==> config.mk <==
export PLATFORM = sky130hd
export DESIGN_NAME = irq_route_regfile
export DESIGN_NICKNAME = d
export VERILOG_FILES = /design/src/rtl/irq_route_pkg.sv /design/src/rtl/irq_bus_decode.sv /design/src/rtl/irq_entry_store.sv /design/src/rtl/irq_window_mux.sv /design/src/rtl/irq_route_regfile.sv
export SDC_FILE = /design/constraint.sdc
export NUM_CORES = 2
export LEC_CHECK = 0
export ABC_CLOCK_PERIOD_IN_PS = 2900
export CAP_MARGIN = 20
export CORE_AREA = 2 2 638 640
export DETAILED_ROUTE_END_ITERATION = 10
export DIE_AREA = 0 0 640 642
export GPL_TIMING_DRIVEN = 0
export SETUP_SLACK_MARGIN = 0.3
export SYNTH_ARGS = -nofsm -noshare
export SYNTH_HDL_FRONTEND = slang
export SYNTH_HIERARCHICAL = 1
export SYNTH_SLANG_ARGS = --single-unit
==> constraint.sdc <==
create_clock -name clk -period 2.9 [get_ports clk]
set_clock_uncertainty 0.2 [all_clocks]
set_input_delay 0.435 -clock clk [delete_from_list [all_inputs] [get_ports clk]]
set_output_delay 0.435 -clock clk [all_outputs]
set_load 0.1 [all_outputs]
==> src/rtl/irq_route_pkg.sv <==
// Shared constants and types for the interrupt routing register window.
// Assumes an 8-bit internal index space.
package irq_route_pkg;
    localparam int IDX_W = 8;

    localparam logic [IDX_W-1:0] IDX_ID  = 8'h00;
    localparam logic [IDX_W-1:0] IDX_VER = 8'h01;
    localparam logic [IDX_W-1:0] IDX_ARB = 8'h02;
    localparam logic [IDX_W-1:0] IDX_TBL = 8'h10;

    // Bits kept on a write to each half of an entry
    localparam logic [31:0] LO_KEEP  = 32'h0001_AFFF;
    localparam logic [31:0] HI_KEEP  = 32'hFF00_0000;
    localparam logic [31:0] LO_RESET = 32'h0001_0000;
    localparam logic [31:0] HI_RESET = 32'h0000_0000;

    typedef struct packed {
        logic sel_wr;
        logic sel_rd;
        logic win_wr;
        logic win_rd;
        logic bad;
    } bus_acc_t;
endpackage

==> src/rtl/irq_bus_decode.sv <==
// Classifies one bus access as index access, window access or illegal.
// Assumes a single access per cycle, qualified by valid.
module irq_bus_decode
    import irq_route_pkg::*;
#(
    parameter int ADDR_W  = 8,
    parameter int SEL_OFS = 0,
    parameter int WIN_OFS = 16
) (
    input  logic              valid,
    input  logic              write,
    input  logic [3:0]        be,
    input  logic [ADDR_W-1:0] addr,
    output bus_acc_t          acc
);
    localparam logic [ADDR_W-1:0] SEL_A = ADDR_W'(SEL_OFS);
    localparam logic [ADDR_W-1:0] WIN_A = ADDR_W'(WIN_OFS);

    logic full_word;
    logic hit_sel;
    logic hit_win;

    // Decode offset and size into access kinds
    always_comb begin
        full_word  = (be == 4'hF);
        hit_sel    = full_word && (addr == SEL_A);
        hit_win    = full_word && (addr == WIN_A);
        acc.sel_wr = valid && write  && hit_sel;
        acc.sel_rd = valid && !write && hit_sel;
        acc.win_wr = valid && write  && hit_win;
        acc.win_rd = valid && !write && hit_win;
        acc.bad    = valid && !(hit_sel || hit_win);
    end
endmodule

==> src/rtl/irq_entry_store.sv <==
// Holds the redirection table: one low and one high 32-bit half per entry.
// Clears unused bits on write. Assumes 0x10 + 2*NUM_ENTRIES <= 256.
module irq_entry_store
    import irq_route_pkg::*;
#(
    parameter int NUM_ENTRIES = 24
) (
    input  logic                     clk,
    input  logic                     rst_n,
    input  logic                     wr_en,
    input  logic [IDX_W-1:0]         idx,
    input  logic [31:0]              wdata,
    output logic [NUM_ENTRIES*64-1:0] entries
);
    for (genvar n = 0; n < NUM_ENTRIES; n++) begin : g_ent
        localparam logic [IDX_W-1:0] LO_IDX = IDX_W'(int'(IDX_TBL) + 2 * n);
        localparam logic [IDX_W-1:0] HI_IDX = IDX_W'(int'(IDX_TBL) + 2 * n + 1);

        logic [31:0] lo_q;
        logic [31:0] hi_q;

        // Update one entry's halves when the index names them
        always_ff @(posedge clk) begin
            if (!rst_n) begin
                lo_q <= LO_RESET;
                hi_q <= HI_RESET;
            end else if (wr_en) begin
                if (idx == LO_IDX) lo_q <= wdata & LO_KEEP;
                if (idx == HI_IDX) hi_q <= wdata & HI_KEEP;
            end
        end

        assign entries[n*64 +: 64] = {hi_q, lo_q};
    end
endmodule

==> src/rtl/irq_window_mux.sv <==
// Selects the 32-bit value seen through the data window for a given index.
// Purely combinational; undefined indices yield zero.
module irq_window_mux
    import irq_route_pkg::*;
#(
    parameter int          NUM_ENTRIES = 24,
    parameter logic [7:0]  VERSION     = 8'h11
) (
    input  logic [IDX_W-1:0]          idx,
    input  logic [7:0]                id_val,
    input  logic [7:0]                arb_val,
    input  logic [NUM_ENTRIES*64-1:0] entries,
    output logic [31:0]               rdata
);
    localparam int          TBL_END  = int'(IDX_TBL) + 2 * NUM_ENTRIES;
    localparam logic [7:0]  LAST_ENT = 8'(NUM_ENTRIES - 1);

    logic [IDX_W-1:0] rel;
    logic             in_tbl;

    // Locate the table half addressed by the index
    always_comb begin
        rel    = idx - IDX_TBL;
        in_tbl = (idx >= IDX_TBL) && ({1'b0, idx} < (IDX_W+1)'(TBL_END));
    end

    // Choose the word returned by a window read
    always_comb begin
        rdata = 32'h0;
        if (idx == IDX_ID)       rdata = {id_val, 24'h0};
        else if (idx == IDX_VER) rdata = {8'h00, LAST_ENT, 8'h00, VERSION};
        else if (idx == IDX_ARB) rdata = {arb_val, 24'h0};
        else if (in_tbl)         rdata = entries[int'(rel)*32 +: 32];
    end
endmodule

==> src/rtl/irq_route_regfile.sv <==
// Indirect register file for an interrupt routing controller: index at
// offset 0x00, data window at 0x10, one-cycle read latency, error pulse
// on illegal access. Assumes INIT_ID < 8'hFF (0xFF is reserved downstream).
module irq_route_regfile
    import irq_route_pkg::*;
#(
    parameter int         NUM_ENTRIES = 24,
    parameter int         ADDR_W      = 8,
    parameter logic [7:0] INIT_ID     = 8'h05,
    parameter logic [7:0] VERSION     = 8'h11
) (
    input  logic                      clk,
    input  logic                      rst_n,
    input  logic                      bus_valid,
    input  logic                      bus_write,
    input  logic [3:0]                bus_be,
    input  logic [ADDR_W-1:0]         bus_addr,
    input  logic [31:0]               bus_wdata,
    output logic                      rd_valid,
    output logic [31:0]               rd_data,
    output logic                      acc_err,
    output logic [NUM_ENTRIES*64-1:0] route_entries
);
    bus_acc_t         acc;
    logic [IDX_W-1:0] sel_q;
    logic [7:0]       id_q;
    logic [7:0]       arb_q;
    logic [31:0]      win_rdata;

    irq_bus_decode #(
        .ADDR_W (ADDR_W),
        .SEL_OFS(0),
        .WIN_OFS(16)
    ) u_dec (
        .valid(bus_valid),
        .write(bus_write),
        .be   (bus_be),
        .addr (bus_addr),
        .acc  (acc)
    );

    irq_entry_store #(
        .NUM_ENTRIES(NUM_ENTRIES)
    ) u_store (
        .clk    (clk),
        .rst_n  (rst_n),
        .wr_en  (acc.win_wr),
        .idx    (sel_q),
        .wdata  (bus_wdata),
        .entries(route_entries)
    );

    irq_window_mux #(
        .NUM_ENTRIES(NUM_ENTRIES),
        .VERSION    (VERSION)
    ) u_mux (
        .idx    (sel_q),
        .id_val (id_q),
        .arb_val(arb_q),
        .entries(route_entries),
        .rdata  (win_rdata)
    );

    // Index register and the two identifier registers
    always_ff @(posedge clk) begin
        if (!rst_n) begin
            sel_q <= '0;
            id_q  <= INIT_ID;
            arb_q <= INIT_ID;
        end else begin
            if (acc.sel_wr) sel_q <= bus_wdata[IDX_W-1:0];
            if (acc.win_wr && sel_q == IDX_ID)  id_q  <= bus_wdata[31:24];
            if (acc.win_wr && sel_q == IDX_ARB) arb_q <= bus_wdata[31:24];
        end
    end

    // Registered read response and error pulse
    always_ff @(posedge clk) begin
        if (!rst_n) begin
            rd_valid <= 1'b0;
            rd_data  <= 32'h0;
            acc_err  <= 1'b0;
        end else begin
            rd_valid <= bus_valid && !bus_write;
            acc_err  <= acc.bad;
            if (acc.sel_rd)      rd_data <= {{(32-IDX_W){1'b0}}, sel_q};
            else if (acc.win_rd) rd_data <= win_rdata;
            else                 rd_data <= 32'h0;
        end
    end
endmodule

==> results.toml <==
[finish]
syn_to_final_growth_pct = 69.7
final_nets = 6248
multi_input_area_um2 = 26400
drive_gt1_frac = 0.467
sequential_cell_area_um2 = 12300
finalInstanceArea_um2 = 71900
filler_cell_count = 44700

[sta]
fin_worst_hold_slack_ns = 0.0573
final-setup-viol-count = 23
rsz0062_at_grt = "true"
count_of_pins_over_their_slew_limit = 5
post_layout_min_period_ns = 3.23
max_slew_margin = -0.120
worstMarginPinSlew_ns = 1.63
fin_ws_ns = -0.330
final-hold-violation-count = 0
max_clock_freq_mhz = 310
final_min_period_over_clock_period = 1.11

[global_routing]
busiest_layer = "met2"
maximum_number_of_pins_on_one_net_before_global_route_repair = 14
grt_pass1_wl_mm = 589
first_global_vias = 38000
met1_usage = 0.247
grt_usage = 0.237
globalRoute.totalOverflow = 0
initial_antenna_violation_count = 84
grt_use_met3 = 0.0982
grt_met2_usage = 0.416

[detailed_routing]
route.detailed.drc = 0
detail_route.vias_per_cell = 3.48
initialDrtViolationCount = 4649
wirelength_mm = 506
drt_pre_antenna_iters = 8
route.vias.total = 40800
detail_route.wl_per_cell_um = 43.0
drt.antenna.violating_nets = 0

[yosys]
synth-simple-area-share = 0.102
synth_top_family_by_area = "multiplexers"
netlist.area_leader.share = 0.288
synthCells = 4088
synth_edf_count = 0
avgSynthCellArea_um2 = 10.4
synth.top_cells.by_count = "buf_4 (1026), mux2i_1 (666), nand2_1 (643)"
synth_seq_cells = 610
asyncSetResetFlopFracSynth = 0
synth-compound-area-share = 0.0286
synth.most_common_cell = "buf_4"
warnings_synthesis = 6
post_synth_fa_ha_maj_area_fraction = 0.000295
yosysSeqAreaShare = 0.288
synth_xor_xnor_area_share = 0
synth_largest_area_cell = "dfxtp_1"
yosysUniqueCellTypes = 65
synth_ff_type = "dfxtp_1"
post_synth_mux_area_share = 0.369
post_synthesis_instance_area_um2 = 42400
area_contributors_post_synth = "dfxtp_1 (29%), mux4_2 (21%), buf_4 (18%), mux2i_1 (16%), nand2_1 (5.7%)"

[hold_path]
timing.hold.worst.class = "primary input to flip-flop"
worst_hold_path.num_cells = 3
min_delay_worst_endpoint = "arb_q[3]"
timing.hold.worst.start = "bus_wdata[27]"

[critical_path]
crit-reg2reg-launch = "sel_q[0]"
ff2ff_setup_slack_ns = -0.33
crit_required_ns = 3.42
cp_num_cells = 11
slowest_delay_ns = 0.65
crit_arrival_ns = 3.75
crit_path_cell_trace = "clkbuf_16 > buf_16 > buf_16 > mux4_2 > a22oi_1 > a31oi_2 > a21oi_2 > o21ai_4 > nand2_1 > o21ai_0 > and2_1"
crit_buf_inv = 3
crit-reg2reg-capture = "rd_data[4]"
crit_family = "compound AO/OA/AOI/OAI gates"
critPathLaunchType = "flip-flop"
timing_worst_setup_path_type = "flip-flop to flip-flop"
critPathCaptureType = "flip-flop"
dominant_cell_type_by_count_on_the_critical_path = "buf_16"
r2r_cells = 11
worst-path-max-fanout = 10
crit_slowest_cell = "mux4_2"

[die]
dieHeight_um = 642
die_area_um2 = 411000
placement_rows = 234
die-width_um = 640
start_util = 0.105
io_pins = 1618
fp.coreArea_um2 = 404000

[cts]
number_of_buffers_created_by_cts = 91
clock_tree.buffer_depth = 4
clock_sink_count = 610
h-tree-depth = 3
clock_transition_time_at_the_flip_flop_clock_pins_of_the_worst_setup_and_hold_paths_ns = 0.07
clkLatencyLatePin_ns = 0.84
cts.root.buffer_cell = "clkbuf_16"
clock_tree_from_tritoncts = "done"

[place]
gpl.final_weighted_congestion = 0.945
placed_area_um2 = 63100
numPortBuffers = 623
place_hpwl_mm = 438

[status]
run_status = "finished, violations left"
violations = "max-slew violations, negative setup slack"

[run]
drv.max_cap_violation_count = 0

[power_and_ir_drop]
cellLeakagePower_nw = 30.6
max-vdd-ir-drop_mv = 0.388
cellPowerDensity_nw_per_um2 = 407
==> final cells by class <==
type / instances / area share
timing repair buffer: 1035 / 0.173
clock buffer: 108 / 0.0338
buffer: 1298 / 0.150
tap: 5428 / 0.0945
antenna: 64 / 0.00223
clock inverter: 48 / 0.00701
multi-input combinational: 3156 / 0.368
sequential: 610 / 0.171
inverter: 7 / 0.000539
==> cells by family after synthesis <==
family	count (synthesis)
buf+inv	1305
mux	1073
simple gates	919
flops	610
compound gates	179
fa+ha+maj	1
other cells	1
==> stage by stage <==
step | std cells | power, W | setup TNS [ns] | worst slack (ns) | util
6_report | 11800 | 0.0293 | -3.74 | -0.330 | 0.178
5_1_grt | 11700 | 0.0299 | -4.05 | -0.307 | 0.178
4_1_cts | 11600 | 0.0285 | -4.23 | -0.381 | 0.174
3_5_place_dp | 11300 | 0.0167 | -652.89 | -3.47 | 0.156
3_3_place_gp | 11100 | 0.0166 | -981.25 | -4.63 | 0.146
2_1_floorplan | 5071 | 0.0157 | 0 | 0.279 | -
==> layout by cell type (no fill, tap or decap), types with 22 or more instances in the layout <==
| cell | Yosys | routed |
|---|---|---|
| buf_2 | 75 | 51 |
| mux2i_1 | 666 | 620 |
| nor2b_1 | 65 | 62 |
| dfxtp_1 | 610 | 575 |
| mux2i_4 | 0 | 39 |
| nand3_4 | 0 | 30 |
| clkbuf_2 | 0 | 53 |
| buf_12 | 0 | 168 |
| o22ai_1 | 43 | 31 |
| buf_8 | 1 | 51 |
| nand3_1 | 35 | 24 |
| and3_1 | 31 | 22 |
| clkdlybuf4s50_1 | 0 | 37 |
| buf_6 | 14 | 60 |
| buf_16 | 0 | 78 |
| conb_1 | 1 | 984 |
| clkbuf_1 | 168 | 88 |
| mux4_2 | 388 | 388 |
| dlygate4sd2_1 | 0 | 84 |
| clkdlybuf4s15_2 | 0 | 402 |
| nand2_1 | 643 | 634 |
| clkbuf_16 | 0 | 101 |
| diode_2 | 0 | 64 |
| buf_4 | 1026 | 1203 |
==> tightest hold or removal path, cell delays in order <==
cell and delay, ns:
clkdlybuf4s50_1 0.42, nand2_1 0.11, mux2i_1 0.08
==> worst max-delay path by stage <==
stage | from | end | slack [ns]
global route | sel_q[0] | rd_data[7] | -0.31
finish | sel_q[0] | rd_data[4] | -0.33
floorplan | sel_q[1] | rd_data[5] | 0.28
CTS | sel_q[0] | rd_data[4] | -0.38
detailed placement | sel_q[1] | rd_data[4] | -3.47
global placement | sel_q[2] | rd_data[8] | -4.63
==> flip-flops by register name, summed over array words and instances (netlist names) <==
register and cells:
u_store/g_ent.lo_q 360, u_store/g_ent.hi_q 192, rd_data 32, arb_q 8, id_q 8, sel_q 8, acc_err 1, rd_valid 1
==> where the power goes <==
group	total, W	leakage [nW]	switching, W	internal [W]
Combinational	0.00921	24.2	0.00786	0.00135
Clock	0.0117	1.44	0.00514	0.00655
Sequential	0.00837	4.93	0.000000356	0.00837
Total	0.0293	30.6	0.0130	0.0163
==> per-layer routing <==
layer	part of all wire	vias to the layer above
met3	0.11	560
li1	-	17000
met5	0.00038	-
met1	0.34	20500
met4	0.049	26
met2	0.49	2752
==> repair_timing <==
action,in CTS,in global routing
gates cloned,1,2
endpoints found under the setup margin,1143,248
setup buffers,114,94
resized for setup,2370,145
pin swaps,23,35
hold buffers,7,0
endpoints found under the hold margin,13,0
(Power assumes the default switching activity.)
